<file path="src/rtl/rxpf_pkg.sv">
package rxpf_pkg;
  typedef enum logic [1:0] {
    DISC_NONE = 2'd0,
    DISC_ADDR = 2'd1,
    DISC_LEN  = 2'd2,
    DISC_CRC  = 2'd3
  } disc_e;
endpackage

</file>
<file path="src/rtl/rxpf_mem.sv">
module rxpf_mem #(
  parameter int DEPTH = 128,
  parameter int DW    = 8,
  localparam int AW   = $clog2(DEPTH)
) (
  input  logic          clk,
  input  logic          we_a,
  input  logic [AW-1:0] wa_a,
  input  logic [DW-1:0] wd_a,
  input  logic          we_b,
  input  logic [AW-1:0] wa_b,
  input  logic [DW-1:0] wd_b,
  input  logic [AW-1:0] ra,
  output logic [DW-1:0] rd
);
  logic [DW-1:0] mem [DEPTH];

  // Port b carries the status byte and always targets wa_a + 1.
  always_ff @(posedge clk) begin
    if (we_a) mem[wa_a] <= wd_a;
    if (we_b) mem[wa_b] <= wd_b;
  end

  assign rd = mem[ra];
endmodule

</file>
<file path="src/rtl/rxpf_admit.sv">
module rxpf_admit
  import rxpf_pkg::*;
#(
  parameter int DEPTH = 128,
  parameter int DW    = 8,
  localparam int AW   = $clog2(DEPTH),
  localparam int CW   = $clog2(DEPTH + 1)
) (
  input  logic          clk,
  input  logic          rst_n,
  input  logic          wr_valid,
  input  logic [DW-1:0] wr_data,
  input  logic          wr_sop,
  input  logic          wr_eop,
  input  logic          wr_crc_ok,
  input  logic          flush,
  input  logic          err,
  input  logic [CW-1:0] count,
  input  logic [AW-1:0] last,
  input  logic          cfg_addr_chk,
  input  logic [DW-1:0] cfg_dev_addr,
  input  logic [DW-1:0] cfg_max_len,
  input  logic          cfg_crc_flush_en,
  output logic          we_a,
  output logic [AW-1:0] wa_a,
  output logic [DW-1:0] wd_a,
  output logic          we_b,
  output logic [AW-1:0] wa_b,
  output logic [DW-1:0] wd_b,
  output logic          commit,
  output logic [CW-1:0] commit_len,
  output logic          ovf_evt,
  output disc_e         code
);
  logic          in_pkt_q, in_pkt_d, drop_q, drop_d, arm_q, arm_d;
  logic [1:0]    idx_q, idx_d;
  logic [CW-1:0] pend_q, pend_d, ofs, need;
  disc_e         code_q, code_d;
  logic          active, rej_len, rej_addr, kept, room_ok, wr_go, crc_drop;
  logic [CW:0]   sum;

  always_comb begin
    active   = wr_valid && !err && !flush;
    ofs      = wr_sop ? '0 : pend_q;
    need     = wr_eop ? CW'(2) : CW'(1);
    rej_len  = wr_sop && (wr_data > cfg_max_len);
    rej_addr = !wr_sop && in_pkt_q && !drop_q && (idx_q == 2'd1) &&
               cfg_addr_chk && (wr_data != cfg_dev_addr);
    kept     = wr_sop ? !rej_len : (in_pkt_q && !drop_q && !rej_addr);
    sum      = (CW+1)'(count) + (CW+1)'(ofs) + (CW+1)'(need);
    room_ok  = sum <= (CW+1)'(DEPTH);
    ovf_evt  = active && kept && !room_ok;
    wr_go    = active && kept && room_ok;
    crc_drop = !wr_crc_ok && arm_q;
    commit     = wr_go && wr_eop && !crc_drop;
    commit_len = ofs + CW'(2);
    we_a = wr_go;
    wa_a = last + AW'(ofs);
    wd_a = wr_data;
    we_b = wr_go && wr_eop;
    wa_b = wa_a + AW'(1);
    wd_b = {wr_crc_ok, {(DW-1){1'b0}}};
  end

  always_comb begin
    in_pkt_d = in_pkt_q;
    drop_d   = drop_q;
    idx_d    = idx_q;
    pend_d   = pend_q;
    code_d   = code_q;
    arm_d    = cfg_crc_flush_en && (flush || arm_q);
    if (flush) begin
      in_pkt_d = 1'b0;
      drop_d   = 1'b0;
      idx_d    = '0;
      pend_d   = '0;
      code_d   = DISC_NONE;
    end else if (active) begin
      if (ovf_evt) begin
        in_pkt_d = 1'b0;
        drop_d   = 1'b0;
        pend_d   = '0;
      end else if (wr_sop || in_pkt_q) begin
        if (rej_len)       code_d = DISC_LEN;
        else if (rej_addr) code_d = DISC_ADDR;
        if (wr_eop) begin
          in_pkt_d = 1'b0;
          drop_d   = 1'b0;
          pend_d   = '0;
          if (wr_go) code_d = crc_drop ? DISC_CRC : DISC_NONE;
        end else begin
          in_pkt_d = 1'b1;
          if (kept) begin
            drop_d = 1'b0;
            pend_d = ofs + CW'(1);
            idx_d  = wr_sop ? 2'd1 : ((idx_q == 2'd2) ? 2'd2 : idx_q + 2'd1);
          end else begin
            drop_d = 1'b1;
            pend_d = '0;
          end
        end
      end
    end
  end

  always_ff @(posedge clk or negedge rst_n) begin
    if (!rst_n) begin
      in_pkt_q <= 1'b0;
      drop_q   <= 1'b0;
      idx_q    <= '0;
      pend_q   <= '0;
      code_q   <= DISC_NONE;
      arm_q    <= 1'b1;
    end else begin
      in_pkt_q <= in_pkt_d;
      drop_q   <= drop_d;
      idx_q    <= idx_d;
      pend_q   <= pend_d;
      code_q   <= code_d;
      arm_q    <= arm_d;
    end
  end

  assign code = code_q;

  // once disarmed, only a flush may re-arm CRC discard
  a_r6_rearm_needs_flush: assert property (@(posedge clk) disable iff (!rst_n)
    (!arm_q && !flush) |=> !arm_q);
  // a rejected packet writes nothing until a new start marker
  a_r3_no_write_when_dropped: assert property (@(posedge clk) disable iff (!rst_n)
    (drop_q && !wr_sop) |-> !we_a);
  // pending bytes never exceed the free space
  a_r7_pending_fits: assert property (@(posedge clk) disable iff (!rst_n)
    ((CW+1)'(pend_q) + (CW+1)'(count)) <= (CW+1)'(DEPTH));
endmodule

</file>
<file path="src/rtl/rxpf_ptrs.sv">
module rxpf_ptrs #(
  parameter int DEPTH = 128,
  localparam int AW   = $clog2(DEPTH),
  localparam int CW   = $clog2(DEPTH + 1)
) (
  input  logic          clk,
  input  logic          rst_n,
  input  logic          rd_en,
  input  logic          flush,
  input  logic          commit,
  input  logic [CW-1:0] commit_len,
  input  logic          ovf_evt,
  output logic [AW-1:0] first,
  output logic [AW-1:0] last,
  output logic [CW-1:0] count,
  output logic          ovf,
  output logic          udf,
  output logic          err
);
  logic [AW-1:0] first_q, first_d, last_q, last_d;
  logic [CW-1:0] count_q, count_d, add_len;
  logic          ovf_q, ovf_d, udf_q, udf_d, rd_ok, udf_evt;

  always_comb begin
    err     = ovf_q || udf_q;
    rd_ok   = rd_en && !err && !flush && (count_q != '0);
    udf_evt = rd_en && !err && !flush && (count_q == '0);
    add_len = commit ? commit_len : '0;
    if (flush) begin
      first_d = '0;
      last_d  = '0;
      count_d = '0;
      ovf_d   = 1'b0;
      udf_d   = 1'b0;
    end else begin
      first_d = first_q + AW'(rd_ok);
      last_d  = last_q + AW'(add_len);
      count_d = count_q - CW'(rd_ok) + add_len;
      ovf_d   = ovf_q || ovf_evt;
      udf_d   = udf_q || udf_evt;
    end
  end

  always_ff @(posedge clk or negedge rst_n) begin
    if (!rst_n) begin
      first_q <= '0;
      last_q  <= '0;
      count_q <= '0;
      ovf_q   <= 1'b0;
      udf_q   <= 1'b0;
    end else begin
      first_q <= first_d;
      last_q  <= last_d;
      count_q <= count_d;
      ovf_q   <= ovf_d;
      udf_q   <= udf_d;
    end
  end

  assign first = first_q;
  assign last  = last_q;
  assign count = count_q;
  assign ovf   = ovf_q;
  assign udf   = udf_q;

  // count never exceeds the buffer and matches the pointer distance
  a_r11_count_bound: assert property (@(posedge clk) disable iff (!rst_n)
    count_q <= CW'(DEPTH));
  a_r11_count_matches_ptrs: assert property (@(posedge clk) disable iff (!rst_n)
    AW'(last_q - first_q) == AW'(count_q));
  // underflow flag is sticky without a flush
  a_r8_udf_sticky: assert property (@(posedge clk) disable iff (!rst_n)
    (udf_q && !flush) |=> udf_q);
  // error state freezes all pointers
  a_r9_err_freezes: assert property (@(posedge clk) disable iff (!rst_n)
    (err && !flush) |=> ($stable(first_q) && $stable(last_q) && $stable(count_q)));
  // flush empties the buffer and clears the flags
  a_r1_flush_empties: assert property (@(posedge clk) disable iff (!rst_n)
    flush |=> (count_q == '0 && !ovf_q && !udf_q));
endmodule

</file>
<file path="src/rtl/rx_pkt_fifo.sv">
module rx_pkt_fifo
  import rxpf_pkg::*;
#(
  parameter int DEPTH = 128,
  parameter int DW    = 8,
  localparam int AW   = $clog2(DEPTH),
  localparam int CW   = $clog2(DEPTH + 1)
) (
  input  logic          clk,
  input  logic          rst_n,
  input  logic          wr_valid,
  input  logic [DW-1:0] wr_data,
  input  logic          wr_sop,
  input  logic          wr_eop,
  input  logic          wr_crc_ok,
  input  logic          rd_en,
  input  logic          flush,
  input  logic          cfg_addr_chk,
  input  logic [DW-1:0] cfg_dev_addr,
  input  logic [DW-1:0] cfg_max_len,
  input  logic          cfg_crc_flush_en,
  input  logic [CW-1:0] cfg_thr,
  output logic [DW-1:0] rd_data,
  output logic [CW-1:0] fill_count,
  output logic [AW-1:0] first_ptr,
  output logic [AW-1:0] last_ptr,
  output logic          thr_hit,
  output logic          ovf_flag,
  output logic          udf_flag,
  output logic [1:0]    discard_code
);
  logic          we_a, we_b, commit, ovf_evt, err;
  logic [AW-1:0] wa_a, wa_b;
  logic [DW-1:0] wd_a, wd_b;
  logic [CW-1:0] commit_len;
  disc_e         code;

  rxpf_admit #(.DEPTH(DEPTH), .DW(DW)) u_admit (
    .clk(clk), .rst_n(rst_n), .wr_valid(wr_valid), .wr_data(wr_data),
    .wr_sop(wr_sop), .wr_eop(wr_eop), .wr_crc_ok(wr_crc_ok), .flush(flush),
    .err(err), .count(fill_count), .last(last_ptr),
    .cfg_addr_chk(cfg_addr_chk), .cfg_dev_addr(cfg_dev_addr),
    .cfg_max_len(cfg_max_len), .cfg_crc_flush_en(cfg_crc_flush_en),
    .we_a(we_a), .wa_a(wa_a), .wd_a(wd_a), .we_b(we_b), .wa_b(wa_b), .wd_b(wd_b),
    .commit(commit), .commit_len(commit_len), .ovf_evt(ovf_evt), .code(code)
  );

  rxpf_ptrs #(.DEPTH(DEPTH)) u_ptrs (
    .clk(clk), .rst_n(rst_n), .rd_en(rd_en), .flush(flush), .commit(commit),
    .commit_len(commit_len), .ovf_evt(ovf_evt), .first(first_ptr),
    .last(last_ptr), .count(fill_count), .ovf(ovf_flag), .udf(udf_flag), .err(err)
  );

  rxpf_mem #(.DEPTH(DEPTH), .DW(DW)) u_mem (
    .clk(clk), .we_a(we_a), .wa_a(wa_a), .wd_a(wd_a), .we_b(we_b),
    .wa_b(wa_b), .wd_b(wd_b), .ra(first_ptr), .rd(rd_data)
  );

  assign thr_hit      = fill_count >= cfg_thr;
  assign discard_code = code;

  // the visible end only moves on a final byte or a flush
  a_r2_last_moves_on_eop: assert property (@(posedge clk) disable iff (!rst_n)
    (!(wr_valid && wr_eop) && !flush) |=> $stable(last_ptr));
  // the overflow flag is sticky without a flush
  a_r7_ovf_sticky: assert property (@(posedge clk) disable iff (!rst_n)
    (ovf_flag && !flush) |=> ovf_flag);
endmodule

</file>
<file path="config.mk">
export PLATFORM = sky130hd
export DESIGN_NAME = rx_pkt_fifo
export DESIGN_NICKNAME = d
export VERILOG_FILES = /design/src/rtl/rxpf_pkg.sv /design/src/rtl/rxpf_mem.sv /design/src/rtl/rxpf_admit.sv /design/src/rtl/rxpf_ptrs.sv /design/src/rtl/rx_pkt_fifo.sv
export SDC_FILE = /design/constraint.sdc
export NUM_CORES = 2
export LEC_CHECK = 0
export BUFFER_PORTS_ARGS = -buffer_cell sky130_fd_sc_hd__buf_2
export CAP_MARGIN = 20
export CORE_MARGIN = 10
export CORE_UTILIZATION = 41
export DETAILED_ROUTE_END_ITERATION = 10
export SYNTH_ARGS = -nofsm -noshare
export SYNTH_HDL_FRONTEND = slang
export SYNTH_SLANG_ARGS = --single-unit
export TNS_END_PERCENT = 10
</file>
<file path="constraint.sdc">
create_clock -name clk -period 10 [get_ports clk]
set_input_delay 1.5 -clock clk [delete_from_list [all_inputs] [get_ports clk]]
set_output_delay 1.5 -clock clk [all_outputs]
set_load 0.05 [all_outputs]
</file>
==> results by group <==
STA
  – Clock Skews: around 36 ps
  – Period minus WS final: just under 7000 ps
  – Slew Limit Fails: 0
  – Final Cycle Share: roughly two thirds
  – Max Fclk: 148 MHz
  – Final Setup Violations: 0
  – RSZ-0062 raised after global routing: false
  – Hold WS: ~450 ps
  – Final TNS setup: 0 ps
  – Tightest Pin Transition: between 1000 and 1500 ps
  – Hold violation total from the final report: 0
  – Rel. slew slack: about a fifth

Synth
  – Syn Nets: around 5.7k
  – Top_reg_cell synth: dfxtp_1
  – Post-Syn Area per Cell: a little over 9 um^2
  – Post-synthesis sequential area ratio: 43.7%
  – Synth area leader: dfxtp_1
  – Post-synth top cells: nand3_1, dfxtp_1, nand2_1, a21oi_1, mux4_2
  – Flop and latch count out of synthesis: ~1.1k
  – Cells after Synth: about 5.6k
  – Warnings, synthesis: 0
  – Post-Synthesis Cell Area: about 52,000 um^2
  – Synth top area share: 34.5%
  – Async S/R FF share, synth: between 3 and 4%
  – Top post-synthesis cells by area: dfxtp_1, mux4_2, nand3_1, a21oi_1, edfxtp_1
  – Post-synth cell types: 75
  – Post-synth EDFFs: about 130
  – Cell with the most instances after synthesis: nand3_1

Power
  – Cell Pwr Density: around 180 nW/um^2
  – Worst VDD drop: ~0.00013 V
  – Pleak: around 19 nW
  – Clock power share: ~43%
  – Net Sw Frac: 27.4%
  – Reg power frac: a little over two fifths
  – Combinational share of power: approximately an eighth
  – Sw Pwr: around 2.8 mW
  – Internal: ~7.3 mW

Clock tree
  – Clock slew at reported path FFs: about 60 ps
  – Clock root cell: clkbuf_16
  – # hold bufs at CTS: 0
  – CTS buffer count: 113
  – # resized after CTS: 0
  – Worst skew pair latency: ~740 ps
  – CTS tree: yes
  – Clock Path Buffers: 3
  – Htree depth: 3
  – Clock Sinks: approximately 1.1k
  – Postcts setup bufs: 0

Floorplanning
  – Row Count: 130
  – I/O Pins: 77
  – Die area: 142,000 um^2
  – Die width: around 380 um
  – Core ar.: between 100,000 and 150,000 um^2
  – Die Ht: about 380 um
  – Initial core utilization: ~41%

Worst setup path
  – Crit path DAT: 7330 ps
  – CP Max Fanout: 24
  – WP data required: between 10,000 and 15,000 ps
  – CP Class: in2reg
  – Worst setup EP type: flop
  – Critical path launch point type: input port

Global route
  – Number of global-route vias before repair: 42.2k
  – GRT Total Usage: about a quarter
  – Largest net degree at the start of global routing: about 110
  – Initial antenna violation count: 2
  – Grt total ovfl: 0
  – First-pass GRT wire length: about 280,000 um

Flow run
  – Maxcap violations: 0

Placed design
  – GP Congestion: between 0.9 and 1
  – IO buf count: 76
  – Inst Count DP: 6,921
  – DP HPWL: ~120,000 um

Drt
  – DR iter-0 viols: roughly 5.6k
  – Vias post-DR: between 40k and 50k
  – Drt wl/cell: roughly 26 um
  – Vias/cell: between 6 and 7
  – Detail Route Antenna Nets: 0
  – Routed WL: about 180,000 um
  – 1st-pass router iterations: 6
  – DRC errors left: 0

Cells and area
  – Area grow syn2layout: 10.3%
  – Nets: 5,496
  – Ratio of cells with drive above 1 in the final layout: approximately 15%
  – Fillers: around 12k
  – Layout Cells excl Fill: a little over 7k

Status
  – Status: completed

Hold path
  – Min-Delay Path Class: reg2reg
## worst paths after layout
| path | start | end | slack (ps) | cells after the start |
|---|---|---|---|---|
| min in group asynchronous | rst_n | u_ptrs.count[6] | 950 | 1 |
| setup reg to reg | u_admit.pend_q[1] | u_ptrs.count[7] | 3840 | 25 |
| setup / recovery | wr_sop | u_ptrs.count[7] | 3230 | 26 |
| max in group asynchronous | rst_n | u_ptrs.first[2] | 8350 | 1 |
| hold / removal | u_mem.mem[78][5] | u_mem.mem[78][5] | 450 | 2 |
| hold reg to reg | u_mem.mem[78][5] | u_mem.mem[78][5] | 450 | 2 |
## cells in the final DEF, fill, tap and decap left out, types with 10 or more instances in the layout
master and count:
xor2_1 22, inv_1 67, nor4_4 14, nor2b_1 21, nand3_1 917, dfrtp_1 34
nor3_1 14, a21o_1 22, buf_2 69, ha_1 63, o21ai_0 21, clkinv_2 21
nand2b_1 10, or2_2 21, nor3_2 12, xnor2_1 19, or2_1 31, o22ai_1 232
mux4_2 340, edfxtp_1 128, a21oi_1 809, buf_4 84, clkbuf_8 24, nor2_1 287
clkbuf_16 117, clkbuf_1 22, mux2i_1 117, dfxtp_1 896, nand4_1 29, nand4_2 17
mux2_2 11, nand2_1 829
## through the flow
step | total power, mW | utilization (%) | worst slack (ps) | area [um^2]
after floorplan | 5.43 | - | 2970 | 52000
after global placement | 5.79 | 42.5 | 2220 | 53500
after detailed placement | 5.80 | 42.5 | 2210 | 53500
after CTS | 10.1 | 45.6 | 2920 | 57400
after global routing | 10.4 | 45.6 | 2810 | 57400
final | 10.1 | 45.6 | 3230 | 57400
## critical path: stages
cell      delay, ps
buf_2           260
nor2b_1         460
xnor2_1         130
ha_1            290
ha_1            150
inv_1            60
fa_1            450
xor2_1          190
o311ai_1        120
a211oi_1        230
nand4_1         300
a21o_2          290
nor3_1          460
clkbuf_2        280
nand2b_1        130
ha_1            290
inv_1            60
ha_1            290
a21o_1          180
a21oi_1         170
nor2b_1          80
o21a_1          180
o41ai_1         330
xnor2_1         190
nand3_1          90
nor3b_1         140
## per-layer routing
layer / wire (um) / up-vias / track usage [%]
li1: - / 20000 / -
met1: 73700 / 22200 / 33.3
met2: 83000 / 2518 / 38.8
met3: 19700 / 431 / 5.88
met4: 8440 / 2 / 10.8
met5: 13 / - / 0
## final cells by class
type / count / area, um^2 / share of cell area, %
Multi-Input combinational cell: 3976 / 27300 / 47.6
Sequential cell: 1063 / 22800 / 39.7
Clock buffer: 163 / 3340 / 5.82
Tap cell: 1650 / 2060 / 3.60
Timing Repair Buffer: 166 / 1150 / 2.01
Clock inverter: 42 / 514 / 0.896
Inverter: 67 / 251 / 0.438
Antenna cell: 1 / 2.50 / 0.00436
## power groups by stage
| stage | clock network [mW] | logic (mW) | registers [mW] |
|---|---|---|---|
| 2_1_floorplan | 0 | 0.893 | 4.54 |
| 6_report | 4.39 | 1.29 | 4.43 |
| 3_3_place_gp | 0 | 1.27 | 4.53 |
| 4_1_cts | 4.43 | 1.28 | 4.43 |
| 3_5_place_dp | 0 | 1.28 | 4.53 |
| 5_1_grt | 4.60 | 1.37 | 4.44 |
## logic make-up (layout without fill, tap and decap cells)
| family | count (synthesis) | count (layout) | share of synthesized area (%) |
|---|---|---|---|
| simple gates | 2247 | 2247 | 20.2 |
| compound gates | 1148 | 1148 | 12.1 |
| flops | 1063 | 1063 | 43.7 |
| buf+inv | 553 | 438 | 4.32 |
| mux | 472 | 472 | 17.3 |
| fa+ha+maj | 67 | 67 | 1.67 |
| xor+xnor | 42 | 42 | 0.707 |
| other cells | 0 | 1 | 0 |
## registers in the layout, indices dropped and copies added (netlist names)
name / count
u_mem.mem: 1024
u_admit.pend_q: 8
u_ptrs.count: 8
u_ptrs.first: 7
u_ptrs.last: 7
u_admit.code: 2
u_admit.idx_q: 2
u_admit.arm_q: 1
u_admit.drop_q: 1
u_admit.in_pkt_q: 1
u_ptrs.ovf: 1
u_ptrs.udf: 1
(Power assumes the default switching activity.)
